File: src/rtl/wdog_pkg.sv
package wdog_pkg;

    localparam int unsigned WD_DATA_W  = 32;
    localparam int unsigned WD_TMO_W   = 24;
    localparam logic [31:0] WD_FEED_KEY = 32'h709D_1AB3;

    // control word field positions (software-visible)
    localparam int unsigned WD_B_EN     = 0;
    localparam int unsigned WD_B_LOCK   = 1;
    localparam int unsigned WD_B_RUNDBG = 2;
    localparam int unsigned WD_B_RUNSLP = 3;
    localparam int unsigned WD_B_STRICT = 4;
    localparam int unsigned WD_B_CAUSE  = 5;
    localparam int unsigned WD_B_TMO    = WD_DATA_W - WD_TMO_W;

    // last-reset origin codes
    localparam logic [1:0] WD_CAUSE_EXT = 2'd0;
    localparam logic [1:0] WD_CAUSE_DBG = 2'd1;
    localparam logic [1:0] WD_CAUSE_WDT = 2'd2;

    typedef enum logic [1:0] {
        WD_IDLE = 2'd0,
        WD_RUN  = 2'd1,
        WD_HOLD = 2'd2,
        WD_FIRE = 2'd3
    } wd_state_e;

    typedef struct packed {
        logic [WD_TMO_W-1:0] tmo;
        logic                strict;
        logic                run_slp;
        logic                run_dbg;
        logic                lock;
        logic                en;
    } wd_cfg_t;

endpackage

File: src/rtl/wdog_cfg_regs.sv
module wdog_cfg_regs
    import wdog_pkg::*;
#(
    parameter int unsigned ADDR_W   = 3,
    parameter logic [31:0] FEED_KEY = WD_FEED_KEY
) (
    input  logic                 clk_i,
    input  logic                 rst_ni,
    input  logic                 we_i,
    input  logic [ADDR_W-1:0]    addr_i,
    input  logic [WD_DATA_W-1:0] wdata_i,
    input  logic                 fire_i,
    output wd_cfg_t              cfg_o,
    output logic                 feed_ok_o,
    output logic                 breach_o
);

    localparam logic [ADDR_W-1:0] OFS_CTRL = ADDR_W'(0);
    localparam logic [ADDR_W-1:0] OFS_FEED = ADDR_W'(4);

    wd_cfg_t cfg_q;
    logic    ctrl_hit;
    logic    feed_hit;
    logic    key_match;

    // bus writes are dropped in the cycle the request is out
    assign ctrl_hit  = we_i && (addr_i == OFS_CTRL) && !fire_i;
    assign feed_hit  = we_i && (addr_i == OFS_FEED) && !fire_i;
    assign key_match = (wdata_i == FEED_KEY);

    assign feed_ok_o = feed_hit && key_match;
    assign breach_o  = cfg_q.strict && ((ctrl_hit && cfg_q.lock) || (feed_hit && !key_match));

    always_ff @(posedge clk_i or negedge rst_ni) begin
        if (!rst_ni) begin
            cfg_q <= '0;
        end else if (fire_i) begin
            cfg_q <= '0;
        end else if (ctrl_hit && !cfg_q.lock) begin
            cfg_q.en      <= wdata_i[WD_B_EN];
            cfg_q.lock    <= wdata_i[WD_B_LOCK];
            cfg_q.run_dbg <= wdata_i[WD_B_RUNDBG];
            cfg_q.run_slp <= wdata_i[WD_B_RUNSLP];
            cfg_q.strict  <= wdata_i[WD_B_STRICT];
            cfg_q.tmo     <= wdata_i[WD_DATA_W-1:WD_B_TMO];
        end
    end

    assign cfg_o = cfg_q;

    AST_LOCK_FREEZES_CFG: assert property (@(posedge clk_i) disable iff (!rst_ni) (cfg_q.lock && !fire_i) |=> $stable(cfg_q));
    AST_FIRE_WIPES_CFG: assert property (@(posedge clk_i) disable iff (!rst_ni) fire_i |=> (cfg_q == '0));

endmodule

File: src/rtl/wdog_fsm.sv
module wdog_fsm
    import wdog_pkg::*;
#(
    parameter int unsigned TMO_W = WD_TMO_W
) (
    input  logic             clk_i,
    input  logic             rst_ni,
    input  logic             en_i,
    input  logic [TMO_W-1:0] tmo_i,
    input  logic             hold_i,
    input  logic             feed_ok_i,
    input  logic             breach_i,
    output wd_state_e        state_o,
    output logic             rst_req_o
);

    wd_state_e        state_q;
    wd_state_e        state_d;
    logic [TMO_W-1:0] cnt_q;
    logic             limit_hit;

    assign limit_hit = (cnt_q >= tmo_i);

    // state register
    always_ff @(posedge clk_i or negedge rst_ni) begin
        if (!rst_ni) state_q <= WD_IDLE;
        else         state_q <= state_d;
    end

    // transitions: ARM, SUSPEND, RESUME, DISARM, EXPIRE, BREACH, RECOVER
    always_comb begin
        state_d = state_q;
        unique case (state_q)
            WD_IDLE: begin
                if (breach_i)  state_d = WD_FIRE;
                else if (en_i) state_d = WD_RUN;
            end
            WD_RUN: begin
                if (breach_i)                     state_d = WD_FIRE;
                else if (!en_i)                   state_d = WD_IDLE;
                else if (hold_i)                  state_d = WD_HOLD;
                else if (limit_hit && !feed_ok_i) state_d = WD_FIRE;
            end
            WD_HOLD: begin
                if (breach_i)     state_d = WD_FIRE;
                else if (!en_i)   state_d = WD_IDLE;
                else if (!hold_i) state_d = WD_RUN;
            end
            WD_FIRE: state_d = WD_IDLE;
        endcase
    end

    // outputs
    always_comb begin
        rst_req_o = 1'b0;
        unique case (state_q)
            WD_FIRE: rst_req_o = 1'b1;
            WD_IDLE, WD_RUN, WD_HOLD: rst_req_o = 1'b0;
        endcase
    end

    // elapsed-time counter
    always_ff @(posedge clk_i or negedge rst_ni) begin
        if (!rst_ni) begin
            cnt_q <= '0;
        end else if ((state_q == WD_FIRE) || (state_d == WD_IDLE) || feed_ok_i) begin
            cnt_q <= '0;
        end else if ((state_q == WD_RUN) && (state_d == WD_RUN)) begin
            cnt_q <= cnt_q + 1'b1;
        end
    end

    assign state_o = state_q;

    AST_PULSE_SINGLE: assert property (@(posedge clk_i) disable iff (!rst_ni) rst_req_o |=> !rst_req_o);
    AST_HOLD_FREEZES_CNT: assert property (@(posedge clk_i) disable iff (!rst_ni) (state_q == WD_HOLD && en_i && !breach_i && !feed_ok_i) |=> $stable(cnt_q));
    AST_FEED_AVERTS_FIRE: assert property (@(posedge clk_i) disable iff (!rst_ni) (feed_ok_i && !breach_i && state_q != WD_FIRE) |=> !rst_req_o);
    AST_IDLE_CNT_ZERO: assert property (@(posedge clk_i) disable iff (!rst_ni) (state_q == WD_IDLE) |-> (cnt_q == '0));

endmodule

File: src/rtl/wdog_cause.sv
module wdog_cause
    import wdog_pkg::*;
(
    input  logic       clk_i,
    input  logic       rst_ni,
    input  logic       rst_dbg_i,
    input  logic       fire_i,
    output logic [1:0] cause_o
);

    logic [1:0] cause_q;

    // captured synchronously so the origin input is sampled while reset is held
    always_ff @(posedge clk_i) begin
        if (!rst_ni)     cause_q <= rst_dbg_i ? WD_CAUSE_DBG : WD_CAUSE_EXT;
        else if (fire_i) cause_q <= WD_CAUSE_WDT;
    end

    assign cause_o = cause_q;

    AST_CAUSE_AFTER_FIRE: assert property (@(posedge clk_i) disable iff (!rst_ni) fire_i |=> (cause_q == WD_CAUSE_WDT));
    AST_CAUSE_STEADY: assert property (@(posedge clk_i) disable iff (!rst_ni) (!fire_i && $past(rst_ni)) |=> $stable(cause_q));

endmodule

File: src/rtl/wdog_guard.sv
module wdog_guard
    import wdog_pkg::*;
#(
    parameter int unsigned ADDR_W   = 3,
    parameter logic [31:0] FEED_KEY = WD_FEED_KEY
) (
    input  logic              clk_i,
    input  logic              rst_ni,
    input  logic              rst_dbg_i,
    input  logic              dbg_mode_i,
    input  logic              sleep_mode_i,
    input  logic              bus_we_i,
    input  logic [ADDR_W-1:0] bus_addr_i,
    input  logic [31:0]       bus_wdata_i,
    output logic [31:0]       bus_rdata_o,
    output logic              wdt_rst_req_o
);

    localparam logic [ADDR_W-1:0] OFS_CTRL = ADDR_W'(0);

    wd_cfg_t    cfg;
    wd_state_e  state;
    logic       feed_ok;
    logic       breach;
    logic       fire;
    logic       hold_req;
    logic       req;
    logic [1:0] cause;

    assign fire     = (state == WD_FIRE);
    assign hold_req = (dbg_mode_i && !cfg.run_dbg) || (sleep_mode_i && !cfg.run_slp);

    wdog_cfg_regs #(
        .ADDR_W   (ADDR_W),
        .FEED_KEY (FEED_KEY)
    ) u_regs (
        .clk_i     (clk_i),
        .rst_ni    (rst_ni),
        .we_i      (bus_we_i),
        .addr_i    (bus_addr_i),
        .wdata_i   (bus_wdata_i),
        .fire_i    (fire),
        .cfg_o     (cfg),
        .feed_ok_o (feed_ok),
        .breach_o  (breach)
    );

    wdog_fsm #(
        .TMO_W (WD_TMO_W)
    ) u_fsm (
        .clk_i     (clk_i),
        .rst_ni    (rst_ni),
        .en_i      (cfg.en),
        .tmo_i     (cfg.tmo),
        .hold_i    (hold_req),
        .feed_ok_i (feed_ok),
        .breach_i  (breach),
        .state_o   (state),
        .rst_req_o (req)
    );

    wdog_cause u_cause (
        .clk_i     (clk_i),
        .rst_ni    (rst_ni),
        .rst_dbg_i (rst_dbg_i),
        .fire_i    (fire),
        .cause_o   (cause)
    );

    always_comb begin
        bus_rdata_o = '0;
        if (bus_addr_i == OFS_CTRL) begin
            bus_rdata_o = {cfg.tmo, 1'b0, cause, cfg.strict, cfg.run_slp,
                           cfg.run_dbg, cfg.lock, cfg.en};
        end
    end

    assign wdt_rst_req_o = req;

    AST_BREACH_FIRES_NOW: assert property (@(posedge clk_i) disable iff (!rst_ni) breach |=> wdt_rst_req_o);
    AST_OFF_NO_EXPIRE: assert property (@(posedge clk_i) disable iff (!rst_ni) (!cfg.en && !breach) |=> !wdt_rst_req_o);

endmodule

File: config.mk
export PLATFORM = sky130hd
export DESIGN_NAME = wdog_guard
export DESIGN_NICKNAME = d
export VERILOG_FILES = /design/src/rtl/wdog_pkg.sv /design/src/rtl/wdog_cfg_regs.sv /design/src/rtl/wdog_fsm.sv /design/src/rtl/wdog_cause.sv /design/src/rtl/wdog_guard.sv
export SDC_FILE = /design/constraint.sdc
export NUM_CORES = 1
export LEC_CHECK = 0
export BUFFER_PORTS_ARGS = -buffer_cell sky130_fd_sc_hd__buf_2
export CAP_MARGIN = 20
export CORE_UTILIZATION = 40
export CTS_CLUSTER_SIZE = 40
export DETAILED_ROUTE_END_ITERATION = 16
export MAX_ROUTING_LAYER = met4
export PLACE_DENSITY_LB_ADDON = 0.12
export SYNTH_ARGS = -nofsm -noshare
export SYNTH_HDL_FRONTEND = slang
export SYNTH_SLANG_ARGS = --single-unit
File: constraint.sdc
create_clock -name clk_i -period 3.2 [get_ports clk_i]
set_input_delay 0.8 -clock clk_i [delete_from_list [all_inputs] [get_ports clk_i]]
set_output_delay 0.8 -clock clk_i [all_outputs]
set_load 0.03 [all_outputs]
Yosys cells after proc, flatten, opt, wreduce, memory -nomap -nowiden --
Cells that the tools add are included.
Storage, ports and cells: logic and storage cells 66, input port bits 41, output and inout port bits 33, register bits after elaboration 57
Cells by class: reduce and logical (&&, ||, !) cells 29, mux-type cells 19, magnitude comparators 1, equal/unequal tests 7, add/subtract/negate cells 1
Operators with widths (count):
- two-way mux 29 bit | 2
- two-way mux 24 bit | 2
- equality test 32 x 31 -> 1 bit, second input constant | 1
- two-way mux 32 bit | 1
- adder 24 x 1 -> 24 bit, second input constant | 1
- >= comparator 24 bit | 1
- two-way mux 2 bit | 11
- logical AND 1 bit | 13
- case mux 2 bit (4 select lines) | 1
- logical NOT 1 bit | 6
- equality test 2 x 1 -> 1 bit, second input constant | 2
- equality test 2 bit, second input constant | 2
- logical NOT 2 bit | 2
- logical OR 1 bit | 4
- nonzero test 2 bit | 2
- equality test 3 bit, second input constant | 1
- logical NOT 3 bit | 1
- OR reduction 3 bit | 1
- inequality test 2 x 1 -> 1 bit, second input constant | 1
- case mux 1 bit (2 select lines) | 1
- two-way mux 1 bit | 1

Depth between registers and ports, before layout --
depth in word-level cells 15, mapped depth 9, depth with buffers taken out 8

Modules after synthesis --
Synthesis repeated with hierarchy kept, for this count alone.
Second synthesis, totals: cell total of the unflattened synthesis 477, area, all modules 4130.2 um^2
By module, submodules not included:
- wdog_fsm | cells each 286, area each 2406.1 um^2, sequential area each 650.6 um^2, times used 1
- wdog_cfg_regs | cells each 146, area each 1376.3 um^2, sequential area each 725.7 um^2, times used 1
- wdog_guard | cells each 41, area each 275.3 um^2, sequential area each 0.0 um^2, times used 1
- wdog_cause | cells each 4, area each 72.6 um^2, sequential area each 60.1 um^2, times used 1

Worst setup path before layout --
Ideal clock, no wire load.
path type in2out, start point input port bus_addr_i[2], end point output port bus_rdata_o[0], data arrival time 1.730 ns, setup slack 0.670 ns, required time 2.400 ns, buffers on the path 1, stages on the path 3, cells stage by stage nor3_1 -> clkbuf_1 -> and2_1
On the way: word-level cells in the longest chain between the ends 2
RTL lines:
- start, declared | RTL line wdog_guard.sv:13 | input logic [ADDR_W-1:0] bus_addr_i,
- logical NOT 3 bit | RTL line wdog_guard.sv:72 | if (bus_addr_i == OFS_CTRL) begin
- two-way mux 32 bit | RTL line wdog_guard.sv:72
- end, declared | RTL line wdog_guard.sv:15 | output logic [31:0] bus_rdata_o,
Every way passes these cells.

Worst setup path in the final report --
start point register u_fsm.cnt_q[0], end point register u_fsm.cnt_q[22]
On the way: word-level cells in the longest chain between the ends 11, elaborated cells between the ends (all ways) 16, classes of those cells add/sub: 1; order compare: 1; eq/ne: 1; mux: 7; reduce/logical: 6
RTL lines:
- start, declared | RTL line wdog_fsm.sv:19 | logic [TMO_W-1:0] cnt_q;
- start signal, assigned | RTL line wdog_fsm.sv:69 | cnt_q <= cnt_q + 1'b1;
- >= comparator 24 bit | RTL line wdog_fsm.sv:22 | assign limit_hit = (cnt_q >= tmo_i);
- logical AND 1 bit | RTL line wdog_fsm.sv:42 | else if (limit_hit && !feed_ok_i) state_d = WD_FIRE;
- two-way mux 2 bit | RTL line wdog_fsm.sv:42
- two-way mux 2 bit | RTL line wdog_fsm.sv:41 | else if (hold_i) state_d = WD_HOLD;
- two-way mux 2 bit | RTL line wdog_fsm.sv:40 | else if (!en_i) state_d = WD_IDLE;
- two-way mux 2 bit | RTL line wdog_fsm.sv:39 | if (breach_i) state_d = WD_FIRE;
- case mux 2 bit (4 select lines) | RTL line wdog_fsm.sv:33 | unique case (state_q)
- logical NOT 2 bit | RTL line wdog_fsm.sv:66 | end else if ((state_q == WD_FIRE) || (state_d == WD_IDLE) || feed_ok_i) begin
- logical OR 1 bit (2 in series) | RTL line wdog_fsm.sv:66
- two-way mux 24 bit / nonzero test 2 bit (equally long branches)
Parallel ways exist; a longest one is shown, timed or not. The select of a mux whose other input is x is not followed. A chain may end at the register's enable or synchronous reset.

==> impl_metrics.toml <==
[status]
status = "finished clean"

[route]
drc_errors = 0
via_per_inst = 5.32
drtIter0Drc = 81
vias = 3367
routed_wl_mm = 9.79
wl_per_cell_um = 15.5
drtPass1Iterations = 4
ant_nets = 0

[global_routing]
grt_pass1_wl_mm = 15.9
overflow = 0
grt_max_degree = 49
grt_pass1_vias = 3167
groute.usage.overall = 0.209
antenna_found_initial = 0

[logic_synthesis]
synth_common_cells = "74 x nand2_1, 55 x dfrtp_1, 32 x and2_1, 32 x inv_1"
synth.top_cell.area_share = 0.351
postSynthCellCount = 432
synth_cell_types = 52
yosysWarningCount = 0
ys_seq_elements = 57
async_flop_share = 0.965
synth_top_area_cell = "dfrtp_1"
yosysMostFrequentCell = "nand2_1"
synth_edf_count = 2
yosys-top-cells-area = "dfrtp_1 35%, ha_1 8.0%, nand2_1 7.1%"
ys_seq_area_frac = 0.366
syn_nets = 498
syn_area_um2 = 3920
avgSynthCellArea_um2 = 9.08
ys.flop_type = "dfrtp_1"

[layout]
antenna_cells = 0
nets = 565
drive_gt1_frac = 0.232
utilization = 0.499
area_growth_pct = 19.3

[timing]
tns_ns = 0
hold_violations = 0
finClkSkew_ns = 0.0122
max_freq_mhz = 338
fin_ws_ns = 0.238
maxSlewViolCount = 0
rsz0062_at_grt = "no"
holdWs_ns = 0.442
slew_headroom = 0.615
finalSetupViolations = 0
worst_pin_slew_ns = 0.578
min_period_ns = 2.96
fin_crit_sh = 0.926

[critical_path]
path_class = "reg2reg"
critPathLaunchType = "flip-flop"
crit_fanout = 16
arrival_ns = 3.22
critPathCaptureType = "flip-flop"
cp.required_ns = 3.45

[place]
dp_hpwl_mm = 7.33
place_ws_ns = 0.211
routabilityCongestion = 0.809
port_buffers = 72

[die]
initial_core_util = 0.418
die_y_um = 101
core_area_um2 = 9370
io_pins = 74
rows = 35
die_area_um2 = 10200
die_w_um = 101

[clock_network]
cts_resized = 0
cts_root_buf = "clkbuf_8"
cts_inserted_buffers = 9
cts_tree = "built"
post_cts_buffers = 0
cts_sinks = 57
cts_max_level = 3
postCtsHoldBufs = 0
clk_latency_ns = 0.35
clk_pin_slew_worst_paths_ns = 0.08
max-clock-path-buffers = 2

[power]
powerDensity_nw_per_um2 = 569
power_leakage_nw = 2.10
ir_worst_vdd_uv = 205

[worst_hold_path]
hold_path.class = "in2async"

[flow_run]
cap_violations = 0
layout by cell type (no fill, tap or decap), drive strengths merged, types with 3 or more instances in the layout:
cell type  netlist  layout
nor2             8       8
mux2i           24      24
a2111oi         16      16
clkbuf          15      11
nand2           74      74
and3             3       3
inv             33      33
buf             11      82
a211oi           8       8
o21ai            7       7
nand4           13      13
and4bb           5       5
o31ai           25      25
dfrtp           55      55
ha              25      25
a21oi           11      11
nand3           13      13
and2            32      32
nor3             4       4
nand2b          23      23
cell type report:
cell class,instances,area [um^2]
multi-input combinational,316,2260
clock inverter,5,80.1
timing repair buffer,82,473
fill,908,4690
clock buffer,11,141
inverter,33,124
tap,129,161
sequential,57,1440
cell families after synthesis:
group,after synthesis,synth area share
and+or+nand+nor,183,0.251
AOI/OAI and AO/OA,83,0.179
buffers and inverters,59,0.0619
DFF,57,0.366
adders and majority gates,25,0.0798
muxes,24,0.0613
other,1,0.000956
stage by stage:
step | std cells | power, mW | area (um^2)
after floorplan | 432 | 1.63 | 3920
after global placement | 617 | 1.89 | 4460
after detailed placement | 617 | 1.92 | 4460
after CTS | 633 | 2.69 | 4680
after global routing | 633 | 2.85 | 4680
final | 633 | 2.66 | 4680
state kept, by name, indices dropped and copies added (netlist names):
| signal | flops |
|---|---|
| u_cause.cause_o | 2 |
| u_fsm.cnt_q | 24 |
| u_fsm.state_o | 2 |
| u_regs.cfg_o | 29 |
path summary, 6_finish.rpt:
kind / startpoint / slack [ns] / end / cells past startpoint
hold / removal: rst_ni / 0.44 / u_regs.cfg_o[5] / 1
min in group clk_i: u_fsm.state_o[1] / 0.54 / u_fsm.state_o[0] / 1
setup reg to reg: u_fsm.cnt_q[0] / 0.24 / u_fsm.cnt_q[22] / 9
setup / recovery: u_fsm.cnt_q[0] / 0.24 / u_fsm.cnt_q[22] / 9
max in group asynchronous: rst_ni / 1.86 / u_fsm.cnt_q[22] / 2
hold reg to reg: u_fsm.state_o[1] / 0.54 / u_fsm.state_o[0] / 1
per-layer routing:
| metal | share of wire | track usage |
|---|---|---|
| met3 | 0.043 | 0.0319 |
| met4 | 0.0089 | 0.0702 |
| met2 | 0.44 | 0.321 |
| met1 | 0.50 | 0.281 |
| met5 | 0 | - |
worst max-delay path: stages (launching register included):
cell       delay (ns)
dfrtp_1          0.41
inv_1            0.08
ha_1             0.27
nand2b_4         0.15
a2111oi_4        0.35
o311ai_1         0.18
a211o_1          0.55
buf_4            0.27
a2111oi_2        0.36
mux2i_1          0.25
report_power, final:
group	leakage [nW]	internal (mW)	switching, mW
registers	0.749	0.893	0.105
logic	1.25	0.358	0.534
clock network	0.106	0.459	0.310
(Power assumes the default switching activity.)
